File: src/rtl/chld_pkg.sv
// Package: shared encodings for the channel load executor.
// Assumes: the opcode field occupies bits [7:2] of the instruction byte.
package chld_pkg;

    // Upper six bits that identify the load family.
    localparam logic [5:0] LD_FAMILY = 6'b000001;

    // Sequencer phases of the read engine.
    typedef enum logic [1:0] {
        ST_IDLE = 2'd0,
        ST_ADDR = 2'd1,
        ST_DATA = 2'd2
    } chld_state_e;

    // Outcome chosen by the decoder for an offered byte.
    typedef enum logic [1:0] {
        ACT_NONE  = 2'd0,
        ACT_SKIP  = 2'd1,
        ACT_LOAD  = 2'd2,
        ACT_FAULT = 2'd3
    } chld_action_e;

endpackage

File: src/rtl/chld_decode.sv
// Module: chld_decode
// Purely combinational. It classifies an instruction byte as foreign, skipped,
// loaded or faulted, and picks the effective burst length.
// Assumes: req_burst is the request type the channel latched earlier.
module chld_decode
    import chld_pkg::*;
#(
    parameter int LENW = 4
) (
    input  logic [7:0]      instr_byte,
    input  logic            mgr_thread,
    input  logic            req_burst,
    input  logic [LENW-1:0] src_blen,
    output chld_action_e    action,
    output logic [LENW-1:0] eff_len
);

    logic claimed;
    logic cond_bit;
    logic burst_bit;

    assign claimed   = (instr_byte[7:2] == LD_FAMILY);
    assign cond_bit  = instr_byte[0];
    assign burst_bit = instr_byte[1];

    // Choose the action from family match, thread type and condition.
    always_comb begin
        if (!claimed) begin
            action = ACT_NONE;
        end else if (mgr_thread) begin
            action = ACT_FAULT;
        end else if (cond_bit && (burst_bit != req_burst)) begin
            action = ACT_SKIP;
        end else begin
            action = ACT_LOAD;
        end
    end

    // A conditional single load reads one beat; otherwise take the programmed length.
    always_comb begin
        if (cond_bit && !burst_bit) begin
            eff_len = '0;
        end else begin
            eff_len = src_blen;
        end
    end

endmodule

File: src/rtl/chld_addr_step.sv
// Module: chld_addr_step
// Combinational. It computes the source address after a burst:
// base + (len + 1) << size.
// Assumes: the result wraps modulo 2^AW.
module chld_addr_step #(
    parameter int AW   = 32,
    parameter int LENW = 4,
    parameter int SZW  = 3
) (
    input  logic [AW-1:0]   base,
    input  logic [LENW-1:0] len,
    input  logic [SZW-1:0]  size,
    output logic [AW-1:0]   next
);

    logic [AW-1:0] beats;
    logic [AW-1:0] bytes;

    // Count of beats in the burst, widened to the address width.
    assign beats = AW'(len) + AW'(1);
    // Bytes moved by the burst.
    assign bytes = beats << size;
    // Advanced address.
    assign next  = base + bytes;

endmodule

File: src/rtl/chld_rd_engine.sv
// Module: chld_rd_engine
// Sequencer for one instruction. It latches the operands, drives the read
// address phase, passes data beats to the FIFO, and produces the retire or
// fault pulse.
// Assumes: start is raised only while busy is low; step_addr is already
// derived from this block's araddr, arlen and arsize.
module chld_rd_engine
    import chld_pkg::*;
#(
    parameter int AW   = 32,
    parameter int DW   = 32,
    parameter int PCW  = 32,
    parameter int LENW = 4,
    parameter int SZW  = 3,
    parameter int CHW  = 3,
    parameter logic [CHW-1:0] CHAN_ID = '0
) (
    input  logic            clk,
    input  logic            rst_n,
    input  logic            start,
    input  chld_action_e    action,
    input  logic [LENW-1:0] eff_len,
    input  logic [AW-1:0]   src_addr,
    input  logic [SZW-1:0]  src_bsize,
    input  logic            src_inc,
    input  logic [PCW-1:0]  chan_pc,
    input  logic [AW-1:0]   step_addr,
    output logic            busy,
    output logic            retire,
    output logic [PCW-1:0]  pc_next,
    output logic            src_wr,
    output logic [AW-1:0]   src_next,
    output logic            fault,
    output logic            arvalid,
    input  logic            arready,
    output logic [AW-1:0]   araddr,
    output logic [LENW-1:0] arlen,
    output logic [SZW-1:0]  arsize,
    input  logic            rvalid,
    output logic            rready,
    input  logic [DW-1:0]   rdata,
    input  logic            rlast,
    input  logic            fifo_full,
    output logic            fifo_wr,
    output logic [DW-1:0]   fifo_data,
    output logic [CHW-1:0]  fifo_tag
);

    chld_state_e    state;
    logic [AW-1:0]   addr_q;
    logic [LENW-1:0] len_q;
    logic [SZW-1:0]  size_q;
    logic            inc_q;
    logic [PCW-1:0]  pc_inc_q;
    logic            retire_q;
    logic            fault_q;
    logic            src_wr_q;
    logic [PCW-1:0]  pc_next_q;
    logic [AW-1:0]   src_next_q;
    logic            beat_ok;

    // A beat is taken when the slave offers it and the FIFO has room.
    assign beat_ok = (state == ST_DATA) && rvalid && !fifo_full;

    // Phase register, operand latches and the one-cycle result pulses.
    always_ff @(posedge clk) begin
        if (!rst_n) begin
            state      <= ST_IDLE;
            addr_q     <= '0;
            len_q      <= '0;
            size_q     <= '0;
            inc_q      <= 1'b0;
            pc_inc_q   <= '0;
            retire_q   <= 1'b0;
            fault_q    <= 1'b0;
            src_wr_q   <= 1'b0;
            pc_next_q  <= '0;
            src_next_q <= '0;
        end else begin
            retire_q <= 1'b0;
            fault_q  <= 1'b0;
            src_wr_q <= 1'b0;
            unique case (state)
                ST_IDLE: begin
                    if (start) begin
                        unique case (action)
                            ACT_SKIP: begin
                                retire_q  <= 1'b1;
                                pc_next_q <= chan_pc + PCW'(1);
                            end
                            ACT_LOAD: begin
                                addr_q   <= src_addr;
                                len_q    <= eff_len;
                                size_q   <= src_bsize;
                                inc_q    <= src_inc;
                                pc_inc_q <= chan_pc + PCW'(1);
                                state    <= ST_ADDR;
                            end
                            ACT_FAULT: begin
                                fault_q <= 1'b1;
                            end
                            default: begin
                            end
                        endcase
                    end
                end
                ST_ADDR: begin
                    if (arready) begin
                        state <= ST_DATA;
                    end
                end
                ST_DATA: begin
                    if (beat_ok && rlast) begin
                        state      <= ST_IDLE;
                        retire_q   <= 1'b1;
                        pc_next_q  <= pc_inc_q;
                        src_wr_q   <= inc_q;
                        src_next_q <= step_addr;
                    end
                end
                default: begin
                    state <= ST_IDLE;
                end
            endcase
        end
    end

    // Drive the read address channel from the latched operands.
    always_comb begin
        arvalid = (state == ST_ADDR);
        araddr  = addr_q;
        arlen   = len_q;
        arsize  = size_q;
    end

    // Read data acceptance and the FIFO write port.
    always_comb begin
        rready    = (state == ST_DATA) && !fifo_full;
        fifo_wr   = beat_ok;
        fifo_data = rdata;
        fifo_tag  = CHAN_ID;
    end

    // Result outputs.
    always_comb begin
        busy     = (state != ST_IDLE);
        retire   = retire_q;
        fault    = fault_q;
        src_wr   = src_wr_q;
        pc_next  = pc_next_q;
        src_next = src_next_q;
    end

endmodule

File: src/rtl/chld_exec.sv
// Module: chld_exec (top)
// Channel load executor. An offered byte is decoded and accepted only while
// idle. The read engine then runs the instruction, and the address stepper
// supplies the write-back source address.
// Assumes: all channel register inputs are stable in the cycle instr_valid is high.
module chld_exec
    import chld_pkg::*;
#(
    parameter int AW   = 32,
    parameter int DW   = 32,
    parameter int PCW  = 32,
    parameter int CHW  = 3,
    parameter logic [CHW-1:0] CHAN_ID = 3'd5
) (
    input  logic           clk,
    input  logic           rst_n,
    input  logic           instr_valid,
    input  logic [7:0]     instr_byte,
    input  logic           mgr_thread,
    input  logic           req_burst,
    input  logic [PCW-1:0] chan_pc,
    input  logic [AW-1:0]  src_addr,
    input  logic           src_inc,
    input  logic [3:0]     src_blen,
    input  logic [2:0]     src_bsize,
    output logic           busy,
    output logic           retire,
    output logic [PCW-1:0] pc_next,
    output logic           src_wr,
    output logic [AW-1:0]  src_next,
    output logic           fault,
    output logic           arvalid,
    input  logic           arready,
    output logic [AW-1:0]  araddr,
    output logic [3:0]     arlen,
    output logic [2:0]     arsize,
    input  logic           rvalid,
    output logic           rready,
    input  logic [DW-1:0]  rdata,
    input  logic           rlast,
    input  logic           fifo_full,
    output logic           fifo_wr,
    output logic [DW-1:0]  fifo_data,
    output logic [CHW-1:0] fifo_tag
);

    localparam int LENW = 4;
    localparam int SZW  = 3;

    chld_action_e    action;
    logic [LENW-1:0] eff_len;
    logic [AW-1:0]   step_addr;
    logic            start;

    // Accept an offered byte only while no load is in flight.
    assign start = instr_valid && !busy;

    chld_decode #(
        .LENW (LENW)
    ) u_decode (
        .instr_byte (instr_byte),
        .mgr_thread (mgr_thread),
        .req_burst  (req_burst),
        .src_blen   (src_blen),
        .action     (action),
        .eff_len    (eff_len)
    );

    chld_addr_step #(
        .AW   (AW),
        .LENW (LENW),
        .SZW  (SZW)
    ) u_step (
        .base (araddr),
        .len  (arlen),
        .size (arsize),
        .next (step_addr)
    );

    chld_rd_engine #(
        .AW      (AW),
        .DW      (DW),
        .PCW     (PCW),
        .LENW    (LENW),
        .SZW     (SZW),
        .CHW     (CHW),
        .CHAN_ID (CHAN_ID)
    ) u_engine (
        .clk       (clk),
        .rst_n     (rst_n),
        .start     (start),
        .action    (action),
        .eff_len   (eff_len),
        .src_addr  (src_addr),
        .src_bsize (src_bsize),
        .src_inc   (src_inc),
        .chan_pc   (chan_pc),
        .step_addr (step_addr),
        .busy      (busy),
        .retire    (retire),
        .pc_next   (pc_next),
        .src_wr    (src_wr),
        .src_next  (src_next),
        .fault     (fault),
        .arvalid   (arvalid),
        .arready   (arready),
        .araddr    (araddr),
        .arlen     (arlen),
        .arsize    (arsize),
        .rvalid    (rvalid),
        .rready    (rready),
        .rdata     (rdata),
        .rlast     (rlast),
        .fifo_full (fifo_full),
        .fifo_wr   (fifo_wr),
        .fifo_data (fifo_data),
        .fifo_tag  (fifo_tag)
    );

endmodule

File: config.mk
export PLATFORM = sky130hd
export DESIGN_NAME = chld_exec
export DESIGN_NICKNAME = d
export VERILOG_FILES = /design/src/rtl/chld_pkg.sv /design/src/rtl/chld_decode.sv /design/src/rtl/chld_addr_step.sv /design/src/rtl/chld_rd_engine.sv /design/src/rtl/chld_exec.sv
export SDC_FILE = /design/constraint.sdc
export NUM_CORES = 1
export LEC_CHECK = 0
export BUFFER_PORTS_ARGS = -buffer_cell sky130_fd_sc_hd__buf_2
export CORE_MARGIN = 2
export CORE_UTILIZATION = 46
export DETAILED_ROUTE_END_ITERATION = 10
export GPL_ROUTABILITY_DRIVEN = 0
export PLACE_DENSITY = 0.79
export SYNTH_ARGS = -nofsm -noshare
export SYNTH_HDL_FRONTEND = slang
export SYNTH_SLANG_ARGS = --single-unit
File: constraint.sdc
create_clock -name clk -period 3 [get_ports clk]
set_clock_uncertainty 0.15 [all_clocks]
set_input_delay 0.6 -clock clk [delete_from_list [all_inputs] [get_ports clk]]
set_output_delay 0.6 -clock clk [all_outputs]
set_load 0.02 [all_outputs]
* Yosys cells after proc, flatten, opt, wreduce, memory -nomap -nowiden
Cells that the tools add are included. W data, S select, Z words.
Cells by class: equal/unequal tests 12, add/sub/neg operators 3, multiplexer cells 18, shifts and indexed selects 1, reductions and logical operators 19
Operator list (count):
- $mux W32 | 3
- $pmux W32 S2 | 1
- $add A32 B1 Y32 const B | 1
- $add A32 B32 Y32 | 1
- $shl A32 B3 Y32 | 1
- $mux W2 | 7
- $reduce_and A3 Y1 | 3
- $ne A2 B2 Y1 const B | 4
- $reduce_and A4 Y1 | 2
- $logic_and A1 B1 Y1 | 7
- $eq A2 B2 Y1 const B | 3
- $eq A6 B1 Y1 const B | 1
- $pmux W2 S3 | 1
- $add A4 B1 Y5 const B | 1
- $eq A2 B1 Y1 const B | 2
- $mux W1 | 4
- $mux W4 | 1
- $reduce_bool A2 Y1 | 2
- $logic_not A1 Y1 | 3
- $logic_not A2 Y1 | 1
- $ne A2 B1 Y1 const B | 1
- $pmux W1 S2 | 1
- $reduce_and A2 Y1 | 1
- $ne A1 B1 Y1 | 1
Word-level totals: bits of input ports 121, output and inout bits 145, bits in registers 141

* Depth between registers and ports, before layout
word-level depth 9, depth in mapped cells 15

* By module
Synthesis repeated with hierarchy kept, for this count alone.
Unflattened totals: cell total of the unflattened synthesis 942, area, all modules 7702.4 sq um
By module, submodules not included:
- chld_rd_engine | cells an instance 747, area each 6239.7 sq um, sequential area each 2822.7 sq um, instances 1
- chld_addr_step | cells an instance 182, area each 1370.1 sq um, sequential area each 0.0 sq um, instances 1
- chld_decode | cells an instance 12, area each 78.8 sq um, sequential area each 0.0 sq um, instances 1
- chld_exec | cells an instance 1, area each 13.8 sq um, sequential area each 0.0 sq um, instances 1

* Worst setup path before layout
Ideal clock, no wire load.
path kind reg2reg, from register u_engine.len_q[0] (netlist: u_engine.arlen[0]), to register u_engine.src_next_q[22] (netlist: u_engine.src_next[22]), path buffers 1, cell stages (with the launch flop) 15, clock period less this slack 3.309 ns, data arrival time 3.068 ns, setup slack -0.309 ns, cells stage by stage dfxtp_1 ha_1 xor2_1 nand2_1 o21ai_0 o21ai_0 o22ai_1 ha_1 and4_1 and2_1 a311oi_2 o21ba_2 buf_2 nor4b_1 a311oi_1
Between the ends: word-level cells in the longest chain between the ends 3
Ends and longest elaborated chain:
- from (decl) | RTL line chld_rd_engine.sv:51 | logic [LENW-1:0] len_q;
- from (signal assigned) | RTL line chld_rd_engine.sv:93 | len_q <= eff_len;
- $add A4 B1 Y5 | RTL line chld_addr_step.sv:20 | assign beats = AW'(len) + AW'(1);
- $shl A32 B3 Y32 | RTL line chld_addr_step.sv:22 | assign bytes = beats << size;
- $add A32 B32 Y32 | RTL line chld_addr_step.sv:24 | assign next = base + bytes;
- to (signal assigned) | RTL line chld_rd_engine.sv:118 | src_next_q <= step_addr;
- to (decl) | RTL line chld_rd_engine.sv:59 | logic [AW-1:0] src_next_q;
No other way between the ends. A chain may end at the register's enable or synchronous reset.

* Worst setup path in the final report
from register u_engine.len_q[0] (netlist: u_engine.arlen[0]), to register u_engine.src_next_q[28] (netlist: u_engine.src_next[28])
Same word-level chain as after synthesis.

==> flow_summary.yaml <==
clocking:
  clkSlewWorstSetupHoldPaths_ns: 0.06
  cts_buffers: 17
  root_buffer: "clkbuf_16"
  cts_tree: "yes"
  tritoncts_num_sinks: 141
  clockBufferDepth: 2
  cts.htree.levels: 4
  insertion_delay_of_the_later_clocked_pin_in_the_worst_skew_pair_ns: 0.42
global_route:
  grt_pass1_wl_mm: 36.1
  number_of_global_route_vias_before_repair: 6991
  gr_layer_usage_met1_pct: 32.2
  antenna_found_initial: 1
  grt.total_usage_pct: 25.5
  grt.met3_usage_pct: 6.81
  grt.met2_usage_pct: 41.8
  grt_start_max_net_pins: 43
  grt_busiest_layer: "met2"
  globalRoute.totalOverflow: 0
logic_synthesis:
  post_synth_fa_ha_maj_area_fraction_pct: 2.59
  synth_area_per_cell_um2: 7.85
  yosys-mux-area-fraction_pct: 0.814
  ys_dominant_reg_cell: "dfxtp_1"
  yosysUniqueCellTypes: 72
  synthesized_area_fraction_occupied_by_xor_and_xnor_cells_pct: 4.65
  synthArstFlopShare_pct: 0
  synthSimpleGateAreaFrac_pct: 26.2
  ys_seq_area_share_pct: 37.5
  synth_area_um2: 7530
  synth-edff-count: 0
  post_synth_inst_count: 959
  synth-compound-area-share_pct: 20.7
  synthesis.yosys.warnings: 0
  synth_top_family_by_area: "simple AND/OR/NAND/NOR gates"
  synth_seq_cells: 141
route:
  dr.pass1.iters: 6
  route.detailed.vias_per_inst: 5.70
  ant_nets: 0
  wire_per_inst_um: 17.2
  via_count: 7832
  drtIter0Drc: 608
  detail_route.drc_violations: 0
  drt_wl_total_mm: 23.7
worst_setup_path:
  timing.reg2reg.setup_slack_ns: -0.12
  critical_path_class: "reg -> reg"
  worstRegToRegCells: 14
  critPathArrivalTime_ns: 3.31
  max_stage_delay_ns: 0.41
  worstReg2RegEnd: "u_engine.src_next[28]$_SDFFE_PN0P_"
  critical_path_cell_by_cell: "ha_4 > xor2_4 > nand2_1 > o21ai_2 > o21ai_2 > o22ai_2 > ha_4 > and4_4 > and2_4 > a311oi_4 > buf_6 > o21ba_4 > or4_1 > a31oi_1"
  worst_setup_path_end_kind: "flip-flop"
  timing.critical_path.from_type: "flip-flop"
  worst_r2r_startpoint: "u_engine.arlen[0]$_SDFFE_PN0P_"
  timing.critical_path.slowest_stage_cell: "or4_1"
  worst-endpoint-required_ns: 3.20
  critical_path.max_fanout: 8
power_and_ir_drop:
  p_switching_mw: 0.989
  switching_share_pct: 23.0
  ir_drop_v: 0.000402
  static-leakage-power_nw: 4.03
  power.combinational.fraction_pct: 4.8
  internal_power_mw: 3.30
  power.density_cell_area_nw_per_um2: 442
  power_frac_clock_pct: 51.5
  sequentialPowerShare_pct: 43.7
layout:
  insertedDiodeCount: 0
  count_of_fill_cells_added_during_filler_insertion: 1397
  nNetsFinal: 1281
  post_route_cells_drive_above_1_share_pct: 31.6
  multi_input_area_um2: 4470
  finalInstanceArea_um2: 9710
  combined_flip_flop_and_latch_cell_area_um2: 2830
  fin_util_pct: 60.9
  area_delta_synth_final_pct: 29.0
die:
  die-width_um: 132
  row_count: 46
  boundaryPins: 266
  die_area_um2: 17400
  initial_standard_cell_utilization_of_the_core_pct: 47.2
  fp.dieH_um: 132
  floorplan.core_area_um2: 15900
hold_path:
  worstHoldPathType: "in -> reg"
  worst_min_path_start: "chan_pc[0]"
  worstHoldEndpoint: "u_engine.pc_inc_q[0]$_SDFFE_PN0P_"
  worst_hold_path.num_cells: 2
job:
  drv_cap: 0
status:
  run_status: "complete, but fails checks"
  failing_checks: "setup timing"
placed_design:
  port-buffer-count: 198
  placedInstanceArea_um2: 8680
  place.detailed.hpwl_mm: 16.3
sta:
  setup_viol: 14
  finalHoldViolCount: 0
  post_layout_min_period_ns: 3.12
  post-route-period-util_pct: 104
  whs_ns: 0.260
  drv_slew: 0
  postLayoutSetupSlackWorst_ns: -0.118
  grt_setup_unrepaired: "yes"
  worst_slew_margin_rel_pct: 39.8
  fmax_mhz: 321
  worst_pin_slew_ns: 0.900
## registers in the layout, indices dropped and copies added (netlist names)
signal,count
u_engine.arlen,4
u_engine.araddr,32
u_engine.fault,1
u_engine.src_next,32
u_engine.retire,1
u_engine.src_wr,1
u_engine.inc_q,1
u_engine.arsize,3
u_engine.state,2
u_engine.pc_inc_q,32
u_engine.pc_next,32
## worst max-delay path: cells and delay by family (launching register included)
| family | cells | cell delay (ns) |
|---|---|---|
| simple gates | 4 | 0.91 |
| buf+inv | 1 | 0.15 |
| compound gates | 6 | 0.82 |
| flops | 1 | 0.36 |
| xor+xnor | 1 | 0.16 |
| fa+ha+maj | 2 | 0.48 |
## per-stage QoR
stage                     std cells  power [mW]  setup TNS (ns)  setup slack (ns)
after CTS                      1360        4.30          -0.415           -0.0644
after detailed placement       1327        2.12           -2.45            -0.232
after floorplan                 960        2.07               0          0.000844
after global routing           1374        4.42           -3.09            -0.231
after global placement         1327        2.12          -0.839            -0.113
final                          1374        4.29          -0.858            -0.118
## cell families after synthesis
family,Yosys count
fa+ha+maj,15
mux,6
simple gates,393
xor+xnor,40
flops,141
other cells,2
compound gates,255
buf+inv,107
## power groups by stage
stage	Combinational (mW)	Clock [mW]	Sequential, mW
global placement	0.199	0	1.92
CTS	0.203	2.22	1.88
detailed placement	0.202	0	1.92
floorplan	0.156	0	1.92
finish	0.206	2.21	1.88
global route	0.225	2.32	1.88
## Yosys cell counts, drive strengths merged (4+ instances only)
cell,number,share of area [%]
o211ai,16,1.6
xor2,19,2.2
nand3,23,1.5
and3,23,1.9
nor3,21,1.7
nand4,22,2.2
a21oi,91,6.0
or4,5,0.50
and4,6,0.70
dfxtp,141,37
o221ai,5,0.58
nand2,173,8.6
buf,55,4.9
ha,14,2.3
xnor2,21,2.4
inv,12,0.60
a21o,9,0.90
nor2,61,3.1
clkbuf,40,2.0
o21ai,72,4.8
a31oi,9,0.75
mux2i,5,0.66
nand2b,4,0.33
and2,18,1.5
o31ai,5,0.57
or3,11,0.91
nor4,11,1.5
a211oi,19,2.0
## layer usage
metal	up-vias	part of all wire (%)
li1	3741	-
met1	3693	41
met2	338	48
met3	58	8.0
met4	2	2.4
met5	-	0.076
## worst max-delay path by stage
stage                                    from                            endpoint  slack, ns  cells after the start
6_report       u_engine.arlen[0]$_SDFFE_PN0P_  u_engine.src_next[28]$_SDFFE_PN0P_      -0.12                     14
5_1_grt        u_engine.arlen[0]$_SDFFE_PN0P_  u_engine.src_next[12]$_SDFFE_PN0P_      -0.23                     14
4_1_cts        u_engine.arlen[0]$_SDFFE_PN0P_  u_engine.src_next[28]$_SDFFE_PN0P_      -0.06                     14
3_5_place_dp   u_engine.arlen[0]$_SDFFE_PN0P_  u_engine.src_next[22]$_SDFFE_PN0P_      -0.23                     14
3_3_place_gp   u_engine.arlen[0]$_SDFFE_PN0P_  u_engine.src_next[20]$_SDFFE_PN0P_      -0.11                     14
2_1_floorplan  u_engine.arlen[0]$_SDFFE_PN0P_  u_engine.src_next[26]$_SDFFE_PN0P_     0.0008                     13
## area by class of cell
cell class,instances,area share (%)
clock buffers,19,4.66
clock inverters,13,1.71
inverters,12,0.464
multi-input cells,713,46.0
flip-flops and latches,141,29.2
well taps,216,2.78
repair buffers,260,15.2
## layout by cell type, fill, tap and decap left out, types with 6 or more instances in the layout
master	count
ha_1	10
and2_1	16
nand3_1	22
a211oi_1	17
buf_2	198
or3_1	10
dfxtp_1	136
a31oi_1	7
clkinvlp_4	9
a21oi_1	85
nand4_1	19
a21o_1	8
and3_1	22
nor2_1	58
o21ai_0	48
xor2_1	18
nand2_1	172
o21ai_1	14
inv_1	10
clkbuf_16	17
o211ai_1	16
nor3_1	18
o21ai_2	10
xnor2_1	20
nor4_2	6
buf_4	57
## timing repair
item                                    CTS  global route
pin swaps                                 8            30
resized for setup                        20            53
gates cloned                              1             0
buffers inserted                          1            14
endpoints found under the setup margin   21            25
hold buffers                              0             0
(Power assumes the default switching activity.)
